==> config.mk <==
export PLATFORM = sky130hd
export DESIGN_NAME = psram_refresh_arb
export DESIGN_NICKNAME = d
export VERILOG_FILES = /design/src/rtl/psram_refresh_arb.sv
export SDC_FILE = /design/constraint.sdc
export NUM_CORES = 1
export LEC_CHECK = 0
export ABC_CLOCK_PERIOD_IN_PS = 4019
export BUFFER_PORTS_ARGS = -buffer_cell sky130_fd_sc_hd__buf_2
export CORE_UTILIZATION = 50
export CTS_CLUSTER_SIZE = 8
export DETAILED_ROUTE_END_ITERATION = 7
export GPL_ROUTABILITY_DRIVEN = 1
export GPL_TIMING_DRIVEN = 0
export PLACE_DENSITY = 0.76
export SLEW_MARGIN = 10
export SYNTH_ARGS = -nofsm -noshare
export SYNTH_HDL_FRONTEND = slang
export SYNTH_SLANG_ARGS = --single-unit
==> constraint.sdc <==
create_clock -name clk -period 4.02 [get_ports clk]
set_input_delay 0.603 -clock clk [delete_from_list [all_inputs] [get_ports clk]]
set_output_delay 0.603 -clock clk [all_outputs]
set_load 0.1 [all_outputs]
==> src/rtl/psram_refresh_arb.sv <==
module psram_refresh_arb #(
  parameter int ADDR_W      = 17,
  parameter int ROW_W       = 9,
  parameter int MIN_PULSE   = 3,
  parameter int SELF_THRESH = 800,
  parameter int SELF_PERIOD = 1500,
  parameter int BUSY_CYC    = 6,
  parameter int RECOV_CYC   = 16,
  parameter int PEND_MAX    = 3
) (
  input  logic              clk,
  input  logic              rst_n,
  input  logic              ce1_n,
  input  logic              ce2,
  input  logic              rfsh_n,
  input  logic [ADDR_W-1:0] addr,
  output logic              act_o,
  output logic [ROW_W-1:0]  row_o,
  output logic              busy_o,
  output logic              self_o
);
  localparam int LO_W = $clog2(SELF_THRESH + 1);
  localparam int HI_W = $clog2(MIN_PULSE + 1);
  localparam int TM_W = $clog2(SELF_PERIOD);
  localparam int BC_W = $clog2(BUSY_CYC + 1);
  localparam int RC_W = $clog2(RECOV_CYC + 1);
  localparam int PD_W = $clog2(PEND_MAX + 1);

  localparam logic [LO_W-1:0] LO_SAT  = LO_W'(SELF_THRESH);
  localparam logic [LO_W-1:0] LO_MIN  = LO_W'(MIN_PULSE);
  localparam logic [HI_W-1:0] HI_MIN  = HI_W'(MIN_PULSE);
  localparam logic [TM_W-1:0] TM_LAST = TM_W'(SELF_PERIOD - 1);
  localparam logic [BC_W-1:0] BC_LD   = BC_W'(BUSY_CYC);
  localparam logic [RC_W-1:0] RC_LD   = RC_W'(RECOV_CYC);
  localparam logic [PD_W-1:0] PD_MAX  = PD_W'(PEND_MAX);

  logic             sel_q, rfsh_q, self_q, pulse_ok, pce, act_q;
  logic [LO_W-1:0]  lo_cnt, lo_nxt;
  logic [HI_W-1:0]  hi_cnt;
  logic [TM_W-1:0]  stmr;
  logic [BC_W-1:0]  bcnt;
  logic [RC_W-1:0]  rcv;
  logic [PD_W-1:0]  pint;
  logic [ROW_W-1:0] pce_row, rcnt, row_q;
  logic             unused_hi;

  wire sel  = ~ce1_n & ce2;
  wire fall = ~rfsh_n & rfsh_q;
  wire rise = rfsh_n & ~rfsh_q;

  assign lo_nxt = fall ? LO_W'(1) : ((lo_cnt == LO_SAT) ? lo_cnt : lo_cnt + 1'b1);

  wire ok_now   = fall ? (~sel & (hi_cnt >= HI_MIN)) : (pulse_ok & ~sel);
  wire self_go  = ~rfsh_n & ~self_q & ok_now & (lo_nxt == LO_SAT);
  wire tick_sf  = ~rfsh_n & self_q & (stmr == TM_LAST);
  wire auto_go  = rise & ~self_q & pulse_ok & (lo_cnt >= LO_MIN);
  wire int_req  = self_go | tick_sf | auto_go;
  wire ce_go    = sel & ~sel_q & rfsh_n & (rcv == '0);
  wire idle     = (bcnt == '0);
  wire gnt_ce   = idle & pce;
  wire gnt_int  = idle & ~pce & (pint != '0);

  assign unused_hi = ^addr[ADDR_W-1:ROW_W];

  always_ff @(posedge clk or negedge rst_n) begin
    if (!rst_n) begin
      sel_q    <= 1'b0;
      rfsh_q   <= 1'b1;
      lo_cnt   <= '0;
      hi_cnt   <= HI_MIN;
      pulse_ok <= 1'b0;
    end else begin
      sel_q  <= sel;
      rfsh_q <= rfsh_n;
      if (!rfsh_n) begin
        lo_cnt   <= lo_nxt;
        pulse_ok <= ok_now;
      end else if (rise) begin
        hi_cnt <= HI_W'(1);
      end else if (hi_cnt != HI_MIN) begin
        hi_cnt <= hi_cnt + 1'b1;
      end
    end
  end

  always_ff @(posedge clk or negedge rst_n) begin
    if (!rst_n) begin
      self_q <= 1'b0;
      stmr   <= '0;
      rcv    <= '0;
    end else begin
      if (self_go)     self_q <= 1'b1;
      else if (rfsh_n) self_q <= 1'b0;
      if (!self_q || self_go || tick_sf) stmr <= '0;
      else                                stmr <= stmr + 1'b1;
      if (rise && self_q)  rcv <= RC_LD;
      else if (rcv != '0)  rcv <= rcv - 1'b1;
    end
  end

  always_ff @(posedge clk or negedge rst_n) begin
    if (!rst_n) begin
      pint    <= '0;
      pce     <= 1'b0;
      pce_row <= '0;
      act_q   <= 1'b0;
      row_q   <= '0;
      rcnt    <= '0;
      bcnt    <= '0;
    end else begin
      if (int_req && !gnt_int && pint != PD_MAX) pint <= pint + 1'b1;
      else if (!int_req && gnt_int)              pint <= pint - 1'b1;
      if (ce_go) begin
        pce     <= 1'b1;
        pce_row <= addr[ROW_W-1:0];
      end else if (gnt_ce) begin
        pce <= 1'b0;
      end
      act_q <= gnt_ce | gnt_int;
      if (gnt_ce) begin
        row_q <= pce_row;
      end else if (gnt_int) begin
        row_q <= rcnt;
        rcnt  <= rcnt + 1'b1;
      end
      if (gnt_ce || gnt_int) bcnt <= BC_LD;
      else if (!idle)        bcnt <= bcnt - 1'b1;
    end
  end

  assign act_o  = act_q;
  assign row_o  = row_q;
  assign busy_o = ~idle | self_q;
  assign self_o = self_q;
endmodule

# [Word level (Yosys, flattened, before mapping)]
# Cells that the tools add are included.
[totals] regBits=66 latchBits=0 ramBits=0 romBits=0 in_bits=22 out_inout_bits=12 word_cells=103 memories=0
[classes] add_sub_neg=8 n_mul=0 div_mod_pow=0 n_lt_le_gt_ge=2 n_eq_ne=6 shifts=0 n_mux=18 n_bitwise=32 n_reduce_logical=22
[ops] cell="$eq 10x10->1 const B" count=2
[ops] cell="$mux 10" count=2
[ops] cell="$and 1x1->1" count=19
[ops] cell="$mux 9" count=2
[ops] cell="$reduce_bool 2->1" count=7
[ops] cell="$add 11x1->11 const B" count=1
[ops] cell="$eq 11x11->1 const B" count=1
[ops] cell="$mux 11" count=1
[ops] cell="$add 10x1->10 const B" count=1
[ops] cell="$ge 10x2->1 const B" count=1
[ops] cell="$mux 5" count=2
[ops] cell="$add 9x1->9 const B" count=1
[ops] cell="$not 1->1" count=9
[ops] cell="$mux 2" count=4
[ops] cell="$mux 3" count=2
[ops] cell="$logic_not 5->1" count=1
[ops] cell="$mux 1" count=5
[ops] cell="$reduce_bool 5->1" count=1
[ops] cell="$sub 5x1->5 const B" count=1
[ops] cell="$add 2x1->2 const B" count=2
[ops] cell="$logic_and 1x1->1" count=4
[ops] cell="$ne 2x2->1 const B" count=2
[ops] cell="$or 1x1->1" count=4
[ops] cell="$reduce_and 2->1" count=2
[ops] cell="other kinds (7)" count=11

# [Depth between registers and ports, before layout]
# Gate-level depths: netlist (run 1).
[logic_depth] ltp_word=13 depth_mapped=9 depth_no_buf=8

# [Worst setup path after synthesis (run 1)]
# Ideal clock, no wire load.
[synth_path] kind="reg2out" start="register self_q (netlist: self_o)" end="output port busy_o" t_arrival_ns=1.818 required_time_ns=3.417 slack_ns=1.599 path_stages_with_launch=2 n_path_buf=0 path_cell_list="dfrtp_1 nand2b_1"
[synth_via] elab_chain_len=1
[synth_lines] item="from (decl)" line="37" text="logic sel_q, rfsh_q, self_q, pulse_ok, pce, act_q;"
[synth_lines] item="from (signal assigned)" line="88" text="self_q <= 1'b0;"
[synth_lines] item="from (signal assigned)" line="92" text="if (self_go) self_q <= 1'b1;"
[synth_lines] item="from (signal assigned)" line="93" text="else if (rfsh_n) self_q <= 1'b0;"
[synth_lines] item="$or 1x1->1" line="133" text="assign busy_o = ~idle | self_q;"
[synth_lines] item="to (decl)" line="19" text="output logic busy_o,"
# No other way between the ends.

# [Worst setup path after layout (run 1)]
[layout_path] start="register lo_cnt[0]" end="register pint[0]"
[layout_via] elab_chain_len=10 elab_cells_between_ends=16 classes_between="add/sub (1); order compare (1); eq/ne (2); mux (3); bitwise (4); reduce/logical (5)"
[layout_lines] item="from (decl)" line="38" text="logic [LO_W-1:0] lo_cnt, lo_nxt;"
[layout_lines] item="from (signal assigned)" line="76" text="lo_cnt <= lo_nxt;"
[layout_lines] item="$add 10x1->10 / $eq 10x10->1 (equally long branches)" line="51" text="assign lo_nxt = fall ? LO_W'(1) : ((lo_cnt == LO_SAT) ? lo_cnt : lo_cnt + 1'b1);"
[layout_lines] item="$mux 10 (2 in series)" line="51"
[layout_lines] item="$eq 10x10->1" line="54" text="wire self_go = ~rfsh_n & ~self_q & ok_now & (lo_nxt == LO_SAT);"
[layout_lines] item="$and 1x1->1" line="54"
[layout_lines] item="$or 1x1->1" line="57" text="wire int_req = self_go | tick_sf | auto_go;"
[layout_lines] item="$or 1x1->1 (*)" line="57"
[layout_lines] item="$logic_and 1x1->1 / $logic_not 1->1 (equally long branches)" line="111, 112"
[layout_lines] item="$logic_and 1x1->1 (on tied branches)" line="111, 112"
[layout_lines] item="$mux 2 / $reduce_bool 2->1 (equally long branches)"
[layout_lines] item="to (signal assigned)" line="111" text="if (int_req && !gnt_int && pint != PD_MAX) pint <= pint + 1'b1;"
[layout_lines] item="to (signal assigned)" line="112" text="else if (!int_req && gnt_int) pint <= pint - 1'b1;"
[layout_lines] item="to (decl)" line="43" text="logic [PD_W-1:0] pint;"
# Every way passes the cells marked *; elsewhere a longest branch is shown, timed or not.
# A chain may end at the register's enable or synchronous reset.

==> results of run 1 <==
## cell type report
class                      count  area, µm²  share of cell area [%]
sequential                    66       1660                    43.6
multi-input combinational    241       1570                    41.4
timing repair buffer          26        155                    4.09
clock buffer                  10        138                    3.62
tap                           77       96.3                    2.54
buffer                        16       72.6                    1.91
clock inverter                 6       65.1                    1.71
inverter                      12       45.0                    1.19
## Yosys cell counts, drive strengths merged, types with 3 or more instances
library cell / count
dfrtp: 63
nand2: 36
nor2: 36
o21ai: 17
nand3: 15
xnor2: 14
inv: 12
mux2: 12
clkbuf: 11
mux2i: 10
nor3: 10
ha: 9
nand4: 9
a21oi: 7
and3: 7
xor2: 7
nor4: 6
a22oi: 5
buf: 5
nand2b: 5
nor2b: 5
a31oi: 3
dfstp: 3
## worst max-delay path by stage
stage | slack, ns | cells past startpoint | to
floorplan | 1.60 | 1 | busy_o
global placement | 1.45 | 8 | pint[0]
detailed placement | 1.44 | 8 | pint[0]
CTS | 1.40 | 8 | pint[0]
global route | 1.23 | 8 | pint[0]
finish | 1.37 | 8 | pint[0]
## critical path: cells and delay by family (launching register included)
kind	cells	cell delay, ns
compound gates	3	0.74
simple gates	2	0.58
flops	1	0.51
buf+inv	1	0.32
fa+ha+maj	1	0.20
xor+xnor	1	0.17
## registers in the layout, indices dropped and copies added, names as in the netlist, 2 cells and up
| name | cells |
|---|---|
| hi_cnt | 2 |
| bcnt | 3 |
| lo_cnt | 10 |
| pint | 2 |
| rcv | 5 |
| stmr | 11 |
| row_o | 9 |
| pce_row | 9 |
| rcnt | 9 |
## per-layer routing
| metal | vias up | wire length, µm | global-route usage (%) |
|---|---|---|---|
| met4 | 0 | 55 | 7.40 |
| met2 | 49 | 2980 | 30.5 |
| met1 | 1204 | 3050 | 26.9 |
| met3 | 7 | 279 | 5.14 |
| met5 | - | 0 | 0 |
| li1 | 1252 | - | - |
## stage by stage
stage | cells | utilization [%] | area (µm²) | power [µW] | setup WS (ns)
after floorplan | 335 | - | 3340 | 1560 | 1.60
after global placement | 437 | 55.8 | 3560 | 1690 | 1.45
after detailed placement | 438 | 56.3 | 3590 | 1720 | 1.44
after CTS | 454 | 59.5 | 3800 | 2300 | 1.40
after global routing | 454 | 59.5 | 3800 | 2420 | 1.23
final | 454 | 59.5 | 3800 | 2290 | 1.37
## power breakdown
group          switching, µW  leakage [µW]  total, µW  internal [µW]
clock network            266      0.000103        570            304
logic                    490      0.000769        754            264
registers                129      0.000866        961            832
## cell families after synthesis
logic type / count (synthesis)
AO/OA/AOI/OAI: 46
adder cells (fa/ha/maj): 9
multiplexers: 22
flip-flops: 66
AND/OR/NAND/NOR: 143
XOR/XNOR: 21
buffers and inverters: 28
==> results by group, run 1 <==
Status
  • Outcome: finished clean

Logic synthesis
  • Sequential share of the synthesized area: 49.5%
  • Post-synth EDFFs: 0
  • Cell area after synthesis: 3340 µm²
  • Largest family of logic cells by synthesized area: simple AND/OR/NAND/NOR gates
  • Syn nets: 366
  • Post-Syn Instances: 335
  • Post-synthesis adder-cell area fraction: 3.37%
  • Primary FF master, synth: dfrtp_1
  • Post-synthesis register bit count: 66
  • Async set-or-reset flop fraction in the synthesized netlist: 100%
  • Distinct cell type count after synthesis: 50
  • Top cell type's share of synthesized area: 47.2%
  • Ys Warns: 0
  • Mux contribution to synthesized area: 7.04%
  • Area share of and/or/nand/nor cells after synthesis: 21.7%
  • Syn_area_per_cell: 9.98 µm²
  • Largest cells by area after synthesis: dfrtp_1 (47%), nand2_1 (4.0%), nor2_1 (4.0%)
  • Complex-gate fraction of the synthesized area: 9.36%
  • Xor and xnor area share after synthesis: 5.50%
  • Area leader, netlist: dfrtp_1

Clock network
  • CTS max path bufs: 2
  • # clock sinks: 66
  • Hold-fix buffer count after cts: 0
  • Post-CTS setup buffers: 0
  • H-tree depth: 3
  • Cts bufs inserted: 9
  • Post_cts resized: 0
  • CTS tree: done
  • Clock Latency Late Sink: 0.34 ns
  • Root Buffer: clkbuf_8
  • CTS clk-pin slew, worst paths: 0.07 ns

Route
  • DRT iter0 DRCs: 211
  • Post-route ant nets: 0
  • Avg WL per Cell: 14.0 µm
  • Wirelength, routed: 6360 µm
  • Via density: 5.53
  • Via count: 2512
  • Pre-antenna DRT Iters: 4
  • DR DRC count: 0

Global routing
  • Vias in the first global route: 2378
  • Grt ovf: 0
  • Total track usage: 19.8%
  • First-pass GRT wire length: 10900 µm
  • Initial antenna violation count: 0
  • Largest net degree at the start of global routing: 66

Timing
  • Slew Limit Fails: 0
  • Relative max-transition margin: 56.5%
  • Worst Tran Pin Value: 0.643 ns
  • Clk_skew: 0.00916 ns
  • Hold Fails Final Rpt: 0
  • Max Freq: 378 MHz
  • Fin Setup TNS: 0 ns
  • Final setup vio count: 0
  • RSZ-0062 raised after global routing: false
  • Final period util: 65.8%
  • Hold slack: 0.0500 ns
  • Min Tclk post-route: 2.65 ns

Flow run
  • Max-cap violation count: 0

Power and ir drop
  • PwrDens: 602 nW/µm²
  • Static Leak: 0.00174 µW
  • VDD IR max: 310 µV

Setup path
  • Worst r2r path cells: 8
  • Worst-path fanout max: 9
  • Reg2reg end: pint[0]
  • Req. time, crit path: 4.24 ns
  • R2R Setup Slk: 1.37 ns
  • Setup crit start kind: flop
  • Crit path DAT: 2.87 ns
  • Worst stage delay on the critical path: 0.54 ns
  • Crit path kind: flop to flop
  • CP startpoint: lo_cnt[0]
  • Reg2Reg Launch Point: lo_cnt[0]
  • Crit. End Element: flop
  • Critical-path top delay cell: or4b_4
  • Crit-path cells: ha_1, clkbuf_1, xnor2_1, a31oi_1, or4b_4, a2111oi_4, o22a_1, nor3_2

Die
  • Die footprint: 7020 µm²
  • Die height: 83.8 µm
  • Site row count: 29
  • I/O pin cnt: 34
  • Chip Width: 83.8 µm
  • CORE AREA: 6390 µm²
  • Initial Util: 52.4%

Final layout
  • Share of cells above drive strength 1: 18.0%
  • Commonest cells after routing, fill and taps aside: dfrtp_1 (63), nand2_1 (36), nor2_1 (36), buf_2 (28), o21ai_0 (17)
  • Net count reported at finish: 403
  • Fillcell total: 523
  • Most common cell after layout, fill and taps aside: dfrtp_1
  • Number of antenna repair diodes: 0
  • Area grow syn2layout: 13.6%

Place
  • Port Buffers: 25
  • Final HPWL DP: 4270 µm
  • Final GP Congestion: 0.834

Worst hold path
  • Hold WC Path Type: input pin to async pin
Power figures use the tool's default switching activity.
==> run 2: changes to the inputs <==
--- a/config.mk
+++ b/config.mk
@@ -5,14 +5,14 @@
 export SDC_FILE = /design/constraint.sdc
 export NUM_CORES = 1
 export LEC_CHECK = 0
-export ABC_CLOCK_PERIOD_IN_PS = 4019
+export ABC_CLOCK_PERIOD_IN_PS = 2200
 export BUFFER_PORTS_ARGS = -buffer_cell sky130_fd_sc_hd__buf_2
 export CORE_UTILIZATION = 50
 export CTS_CLUSTER_SIZE = 8
 export DETAILED_ROUTE_END_ITERATION = 7
 export GPL_ROUTABILITY_DRIVEN = 1
 export GPL_TIMING_DRIVEN = 0
-export PLACE_DENSITY = 0.76
+export PLACE_DENSITY = 0.79
 export SLEW_MARGIN = 10
 export SYNTH_ARGS = -nofsm -noshare
 export SYNTH_HDL_FRONTEND = slang
==> constraint.sdc (replaced) <==
create_clock -name clk -period 2.2 [get_ports clk]
set_input_delay 0.33 -clock clk [delete_from_list [all_inputs] [get_ports clk]]
set_output_delay 0.33 -clock clk [all_outputs]
set_load 0.1 [all_outputs]
==> run 2 against run 1 <==
Cell count rose by 0.66%. Highest routed layer unchanged. Count of clock-buffer cells in the layout fell by 1. Clock power rose by 100%. Worst hold slack improved by 0.039 ns. Sequential cell count did not move. The run now ends with setup timing left. Utilization rose by 2.0 points. Via count rose by 1.7%. Cell area rose by 3.4%.
==> results by group, run 2 (synthesis results as in run 1) <==
Clock network
  • H-tree depth: 3 (unchanged)
  • Root Buffer: clkbuf_8 (unchanged)
  • CTS clk-pin slew, worst paths: 0.08 ns (was 0.07 ns)
  • Clock Latency Late Sink: 0.35 ns (was 0.34 ns)
  • CTS max path bufs: 2 (unchanged)
  • CTS tree: done (unchanged)
  • Cts bufs inserted: 9 (unchanged)
  • # clock sinks: 66 (unchanged)

Final layout
  • Area occupied by multi-input gates: 1640 µm² (was 1570 µm²)
  • Area grow syn2layout: 17.4% (was 13.6%)
  • Max reg flops: 11 (unchanged)
  • Register area: 1660 µm² (about the same)
  • Most common cell after layout, fill and taps aside: dfrtp_1 (unchanged)
  • Number of antenna repair diodes: 0 (unchanged)
  • Largest register by flop count: stmr (unchanged)
  • Share of cells above drive strength 1: 22.1% (was 18.0%)
  • Fillcell total: 530 (was 523)
  • Final core utilization: 61.5% (was 59.5%)
  • Net count reported at finish: 406 (was 403)
  • Biggest regs: stmr: 11 flops, lo_cnt: 10 flops (unchanged)
  • Commonest cells after routing, fill and taps aside: dfrtp_1 (61), nand2_1 (36), nor2_1 (36), buf_2 (27), o21ai_0 (17) (was dfrtp_1 (63), nand2_1 (36), nor2_1 (36), buf_2 (28), o21ai_0 (17))

Worst hold path
  • Sink of the worst hold path: rfsh_q
  • Hold depth: 1
  • Hold path startpoint: rfsh_n
  • Hold WC Path Type: input pin to flop (was input pin to async pin)

Route
  • Met2 WL: 3170 µm (was 2980 µm)
  • DR DRC count: 0 (unchanged)
  • Top routing layer used: met4 (unchanged)
  • Pre-antenna DRT Iters: 4 (unchanged)
  • Post-route ant nets: 0 (unchanged)
  • Routed wl met3: 280 µm (was 279 µm)
  • DRT iter0 DRCs: 258 (was 211)
  • Wirelength, routed: 6680 µm (was 6360 µm)
  • Avg WL per Cell: 14.6 µm (was 14.0 µm)
  • Via count: 2555 (was 2512)
  • Post-Route M1 WL: 3020 µm (was 3050 µm)
  • Via density: 5.59 (was 5.53)

Global routing
  • First-pass GRT wire length: 11000 µm (was 10900 µm)
  • Initial antenna violation count: 0 (unchanged)
  • Vias in the first global route: 2426 (was 2378)
  • Largest net degree at the start of global routing: 42 (was 66)
  • Total track usage: 20.1% (was 19.8%)
  • Grt ovf: 0 (unchanged)

Status
  • Failing checks: setup timing
  • Outcome: finished, violations left (was finished clean)

Timing
  • Final setup vio count: 1 (was 0)
  • Slew Limit Fails: 0 (unchanged)
  • RSZ-0062 raised after global routing: true (was false)
  • Relative max-transition margin: 59.8% (was 56.5%)
  • Final period util: 100% (was 65.8%)
  • Hold Fails Final Rpt: 0 (unchanged)
  • Hold slack: 0.0894 ns (was 0.0500 ns)
  • Max Freq: 453 MHz (was 378 MHz)
  • Clk_skew: 0.00606 ns (was 0.00916 ns)
  • Min Tclk post-route: 2.21 ns (was 2.65 ns)
  • Worst Tran Pin Value: 0.595 ns (was 0.643 ns)
  • Setup WS post-layout: -0.00527 ns (was 1.37 ns)

Die
  • CORE AREA: 6390 µm² (unchanged)
  • Initial Util: 52.4% (unchanged)
  • Die footprint: 7020 µm² (unchanged)
  • Die height: 83.8 µm (unchanged)
  • I/O pin cnt: 34 (unchanged)
  • Chip Width: 83.8 µm (unchanged)
  • Site row count: 29 (unchanged)

Setup path
  • Crit path DAT: 2.49 ns (was 2.87 ns)
  • Worst r2r path cells: 8 (unchanged)
  • Setup crit start kind: flop (unchanged)
  • Req. time, crit path: 2.48 ns (was 4.24 ns)
  • Worst stage delay on the critical path: 0.51 ns (was 0.54 ns)
  • Crit. End Element: flop (unchanged)
  • R2R Setup Slk: -0.005 ns (was 1.37 ns)
  • Crit path kind: flop to flop (unchanged)
  • Crit-path cells: ha_4, xnor2_2, a31oi_1, or4b_4, a2111oi_4, buf_4, nor3_2, nor3_2 (was ha_1, clkbuf_1, xnor2_1, a31oi_1, or4b_4, a2111oi_4, o22a_1, nor3_2)
  • Reg2Reg Launch Point: lo_cnt[0] (unchanged)
  • CP most frequent cell: nor3_2
  • Worst-path fanout max: 8 (was 9)
  • Critical-path top delay cell: or4b_4 (unchanged)
  • Reg2reg end: pint[0] (unchanged)

Power and ir drop
  • VDD IR max: 694 µV (was 310 µV)
  • PwrDens: 1110 nW/µm² (was 602 nW/µm²)
  • Static Leak: 0.00177 µW (was 0.00174 µW)

Place
  • Port Buffers: 25 (unchanged)
  • Final GP Congestion: 0.837 (was 0.834)
  • Final HPWL DP: 4480 µm (was 4270 µm)

Flow run
  • Max-cap violation count: 0 (unchanged)
[run 2: metrics by stage]
stage	TNS, ns	setup WS [ns]	total power, µW	std cells	instance area, µm²
final	-0.00527	-0.00527	4380	457	3930
after global routing	-0.102	-0.102	4610	457	3930
after CTS	-0.0404	-0.0404	4330	457	3840
after detailed placement	-2.88	-0.275	3160	438	3590
after global placement	-2.39	-0.245	3080	437	3570
after floorplan	0	0.00753	2850	335	3350
[run 2: area by class of cell]
cell class | count | share of cell area [%]
clock inverter | 7 | 2.55
clock buffer | 9 | 3.16
buffer | 15 | 1.94
timing repair buffer | 30 | 4.69
inverter | 12 | 1.15
sequential | 66 | 42.2
tap | 77 | 2.45
multi-input combinational | 241 | 41.8
[run 2: worst max path at each step]
stage                   start  endpoint  slack (ns)  depth (start not counted)
floorplan           lo_cnt[0]   pint[0]       0.008                          8
global placement    lo_cnt[0]   pint[0]       -0.24                          8
detailed placement  lo_cnt[0]   pint[0]       -0.28                          8
CTS                 lo_cnt[0]   pint[0]       -0.04                         10
global route        lo_cnt[0]   pint[0]       -0.10                         10
finish              lo_cnt[0]   pint[0]      -0.005                          8
[run 2: where the power goes]
group / total (µW) / internal (µW) / switching, µW
combinational: 1450 / 519 / 932
sequential: 1770 / 1520 / 251
clock: 1150 / 647 / 505
total: 4380 / 2690 / 1690
[run 2: per-layer routing]
metal  vias up  GRT usage [%]
met3        18           5.04
met5         -              0
li1       1253              -
met2        61           30.9
met1      1223           25.6
met4         0           12.5
[run 2: critical path, delay by kind of cell, from the launching register on]
family	cells	cell delay (ns)
compound gates	2	0.40
xor+xnor	1	0.14
fa+ha+maj	1	0.21
buf+inv	1	0.21
flops	1	0.43
simple gates	3	0.74
[run 2: timing repair]
action	4_1_cts	5_1_grt
gates resized for setup	2	18
hold endpoints to repair	25	0
pin swaps	2	2
endpoints found under the setup margin	12	17
setup buffers	3	0
hold buffers	1	0
==> run 3: changes to the inputs <==
--- a/config.mk
+++ b/config.mk
@@ -5,9 +5,12 @@
 export SDC_FILE = /design/constraint.sdc
 export NUM_CORES = 1
 export LEC_CHECK = 0
+export ABC_AREA = 1
 export ABC_CLOCK_PERIOD_IN_PS = 2200
 export BUFFER_PORTS_ARGS = -buffer_cell sky130_fd_sc_hd__buf_2
+export CAP_MARGIN = 20
 export CORE_UTILIZATION = 50
+export CTS_BUF_LIST = sky130_fd_sc_hd__clkbuf_2 sky130_fd_sc_hd__clkbuf_4 sky130_fd_sc_hd__clkbuf_8
 export CTS_CLUSTER_SIZE = 8
 export DETAILED_ROUTE_END_ITERATION = 7
 export GPL_ROUTABILITY_DRIVEN = 1
==> run 3 against run 2 <==
The run now ends clean. Sequential share of layout area grew 1.3 points. Combinational power grew 28%. Cell area shrank 3.0%. Wire length shrank 8.7%. Register-to-register slack gained 0.20 ns. Fmax grew 4.7%. Area after synthesis is essentially flat. Cell count grew 9.4%. Worst setup slack gained 0.098 ns. Utilization shrank 1.9 points. Non-clock buffer count shrank 9.
==> results by group, run 3 <==
Status
  • Outcome: finished clean (was finished, violations left)

Clock network
  • Cts bufs inserted: 9 (unchanged)
  • CTS clk-pin slew, worst paths: 0.06 ns (was 0.08 ns)
  • CTS max path bufs: 2 (unchanged)
  • Clock Latency Late Sink: 0.34 ns (was 0.35 ns)
  • H-tree depth: 3 (unchanged)
  • CTS tree: done (unchanged)
  • Root Buffer: clkbuf_8 (unchanged)
  • # clock sinks: 66 (unchanged)

Timing
  • Final period util: 95.8% (was 100%)
  • Relative max-transition margin: 62.4% (was 59.8%)
  • Max Freq: 475 MHz (was 453 MHz)
  • Clk_skew: 0.0100 ns (was 0.00606 ns)
  • Min Tclk post-route: 2.11 ns (was 2.21 ns)
  • Hold Fails Final Rpt: 0 (unchanged)
  • Slew Limit Fails: 0 (unchanged)
  • Final setup vio count: 0 (was 1)
  • Hold slack: 0.164 ns (was 0.0894 ns)
  • Setup WS post-layout: 0.0929 ns (was -0.00527 ns)
  • Worst Tran Pin Value: 0.563 ns (was 0.595 ns)

Setup path
  • Setup crit start kind: flop (unchanged)
  • Crit path kind: flop to output pin (was flop to flop)
  • Reg2Reg Launch Point: bcnt[0] (was lo_cnt[0])
  • Req. time, crit path: 1.87 ns (was 2.48 ns)
  • R2R Setup Slk: 0.19 ns (was -0.005 ns)
  • Worst-path fanout max: 6 (was 8)
  • Crit path DAT: 1.78 ns (was 2.49 ns)
  • CP startpoint: bcnt[0] (was lo_cnt[0])
  • Crit. End Element: output pin (was flop)

Logic synthesis
  • Area leader, netlist: dfrtp_1 (unchanged)
  • Post-synthesis register bit count: 66 (unchanged)
  • Top cell type's share of synthesized area: 47.2% (about the same)
  • Sequential share of the synthesized area: 49.6% (was 49.5%)
  • Syn_area_per_cell: 8.79 µm² (was 9.98 µm²)
  • Largest cells by area after synthesis: dfrtp_1 (47%), nand2_1 (9.0%), inv_1 (4.9%) (was dfrtp_1 (47%), nand2_1 (4.0%), nor2_1 (4.0%))
  • Cell area after synthesis: 3340 µm² (about the same)
  • Syn nets: 411 (was 366)
  • Dominant cell by count in the synthesized netlist: nand2_1 (was dfrtp_1)
  • Primary FF master, synth: dfrtp_1 (unchanged)
  • Distinct cell type count after synthesis: 39 (was 50)
  • Most frequent cells after synthesis: nand2_1 (80), dfrtp_1 (63), inv_1 (44), nor2_1 (43), nand3_1 (22) (was dfrtp_1 (63), nand2_1 (36), nor2_1 (36), o21ai_0 (17), nand3_1 (15))
  • Post-Syn Instances: 380 (was 335)
  • Post-synth EDFFs: 0 (unchanged)
  • Ys Warns: 0 (unchanged)
  • Async set-or-reset flop fraction in the synthesized netlist: 100% (unchanged)

Die
  • Die footprint: 7010 µm² (was 7020 µm²)
  • I/O pin cnt: 34 (unchanged)
  • Chip Width: 83.7 µm (was 83.8 µm)
  • Initial Util: 52.3% (was 52.4%)
  • Site row count: 29 (unchanged)
  • CORE AREA: 6390 µm² (unchanged)
  • Die height: 83.7 µm (was 83.8 µm)

Route
  • DR DRC count: 0 (unchanged)
  • Pre-antenna DRT Iters: 4 (unchanged)
  • Wirelength, routed: 6100 µm (was 6680 µm)
  • Post-route ant nets: 0 (unchanged)
  • Via count: 2609 (was 2555)
  • DRT iter0 DRCs: 116 (was 258)
  • Via density: 5.22 (was 5.59)
  • Avg WL per Cell: 12.2 µm (was 14.6 µm)

Final layout
  • Max reg flops: 11 (unchanged)
  • Biggest regs: stmr: 11 flops, lo_cnt: 10 flops (unchanged)
  • Final core utilization: 59.6% (was 61.5%)
  • Area grow syn2layout: 13.9% (was 17.4%)
  • Share of cells above drive strength 1: 19.1% (was 22.1%)
  • Most common cell after layout, fill and taps aside: nand2_1 (was dfrtp_1)
  • Net count reported at finish: 450 (was 406)
  • Number of antenna repair diodes: 0 (unchanged)
  • Largest register by flop count: stmr (unchanged)
  • Commonest cells after routing, fill and taps aside: nand2_1 (79), dfrtp_1 (63), inv_1 (44), nor2_1 (42), buf_2 (24) (was dfrtp_1 (61), nand2_1 (36), nor2_1 (36), buf_2 (27), o21ai_0 (17))
  • Final instance area: 3810 µm² (was 3930 µm²)
  • Fin cells: 500 (was 457)

Global routing
  • Grt ovf: 0 (unchanged)
  • Total track usage: 19.3% (was 20.1%)
  • Vias in the first global route: 2491 (was 2426)
  • First-pass GRT wire length: 10800 µm (was 11000 µm)
  • Largest net degree at the start of global routing: 67 (was 42)
  • Initial antenna violation count: 0 (unchanged)

Worst hold path
  • Hold WC Path Type: input pin to flop (unchanged)
  • Hold path startpoint: rfsh_n (unchanged)

Power and ir drop
  • Internal: 2590 µW (was 2690 µW)
  • Sw Share: 43.3% (was 38.6%)
  • VDD IR max: 1010 µV (was 694 µV)
  • Static Leak: 0.00190 µW (was 0.00177 µW)
  • Clock power frac: 19.6% (was 26.3%)
  • Sw Pwr: 1980 µW (was 1690 µW)
  • PwrDens: 1200 nW/µm² (was 1110 nW/µm²)
  • Sequential Power Share: 40.0% (was 40.5%)
  • Comb power frac: 40.4% (was 33.2%)

Place
  • Pre-CTS worst setup slack: 0.158 ns (was -0.275 ns)
  • Port Buffers: 25 (unchanged)
  • Placed cell count: 483 (was 438)
  • Placed cell area: 3590 µm² (about the same)
  • Final HPWL DP: 4440 µm (was 4480 µm)
  • Final GP Congestion: 0.873 (was 0.837)

Flow run
  • Max-cap violation count: 0 (unchanged)
[run 3: cell count changes in the layout (fill, tap and decap cells not counted), sizes merged, moves of 10 or more]
cell / previous run / this run
inv: 14 / 49
mux2i: 10 / 0
nand2: 36 / 80
nand3: 15 / 25
nor2: 36 / 49
xnor2: 14 / 4
[run 3: kinds of logic (layout without fill, tap and decap cells)]
logic type,after synthesis,after routing,synth area share [%]
xor+xnor,13,13,3.41
mux,9,9,3.03
flops,66,66,49.6
simple gates,177,177,24.9
fa+ha+maj,9,9,3.37
buf+inv,57,100,7.00
compound gates,49,49,8.73
[run 3: worst max-delay path: stages (launching register included)]
cell and delay, ns:
dfrtp_1 0.37, inv_1 0.12, ha_1 0.15, inv_1 0.03, or2_1 0.21, buf_6 0.14
inv_1 0.08, nand2_1 0.07, clkbuf_4 0.28
[run 3: what timing repair did]
action	4_1_cts	5_1_grt
resized for setup	0	8
hold buffers	1	0
setup buffers	0	1
hold endpoints to repair	3	0
setup endpoints to repair	0	5
[run 3: path summary, 6_finish.rpt]
path	endpoint	cells after the start
worst max-delay path	busy_o	8
worst min-delay path	rfsh_q	1
worst max register to register	rcnt[7]	12
worst min register to register	stmr[0]	1
max in group asynchronous	rfsh_q	3
min in group asynchronous	lo_cnt[7]	3
[run 3: routing by layer]
metal  routed length [µm]  vias up  track usage [%]
met1                 2760     1244             24.2
li1                     -     1309                -
met4                   71        0             6.47
met5                    0        -                0
met3                  266        9             5.04
met2                 3000       47             32.4
[run 3: power groups by stage]
| stage | Clock [µW] | Combinational, µW | Sequential [µW] |
|---|---|---|---|
| 3_5_place_dp | 0 | 1840 | 1840 |
| 5_1_grt | 973 | 2010 | 1870 |
| 4_1_cts | 918 | 1850 | 1820 |
| 6_report | 896 | 1850 | 1820 |
| 2_1_floorplan | 0 | 914 | 2400 |
| 3_3_place_gp | 0 | 1770 | 1830 |
[run 3: final cells by class]
class / count / area [µm²]
plain buffers: 8 / 51.3
well taps: 77 / 96.3
flip-flops and latches: 66 / 1660
clock inverters: 3 / 15.0
multi-input cells: 257 / 1470
repair buffers: 28 / 175
inverters: 49 / 184
fillers: 531 / 2580
clock buffers: 12 / 159
[run 3: per-stage QoR]
stage	power, µW	TNS, ns
3_5_place_dp	3680	0
5_1_grt	4860	-0.00123
4_1_cts	4590	0
6_report	4570	0
2_1_floorplan	3310	0
3_3_place_gp	3590	0
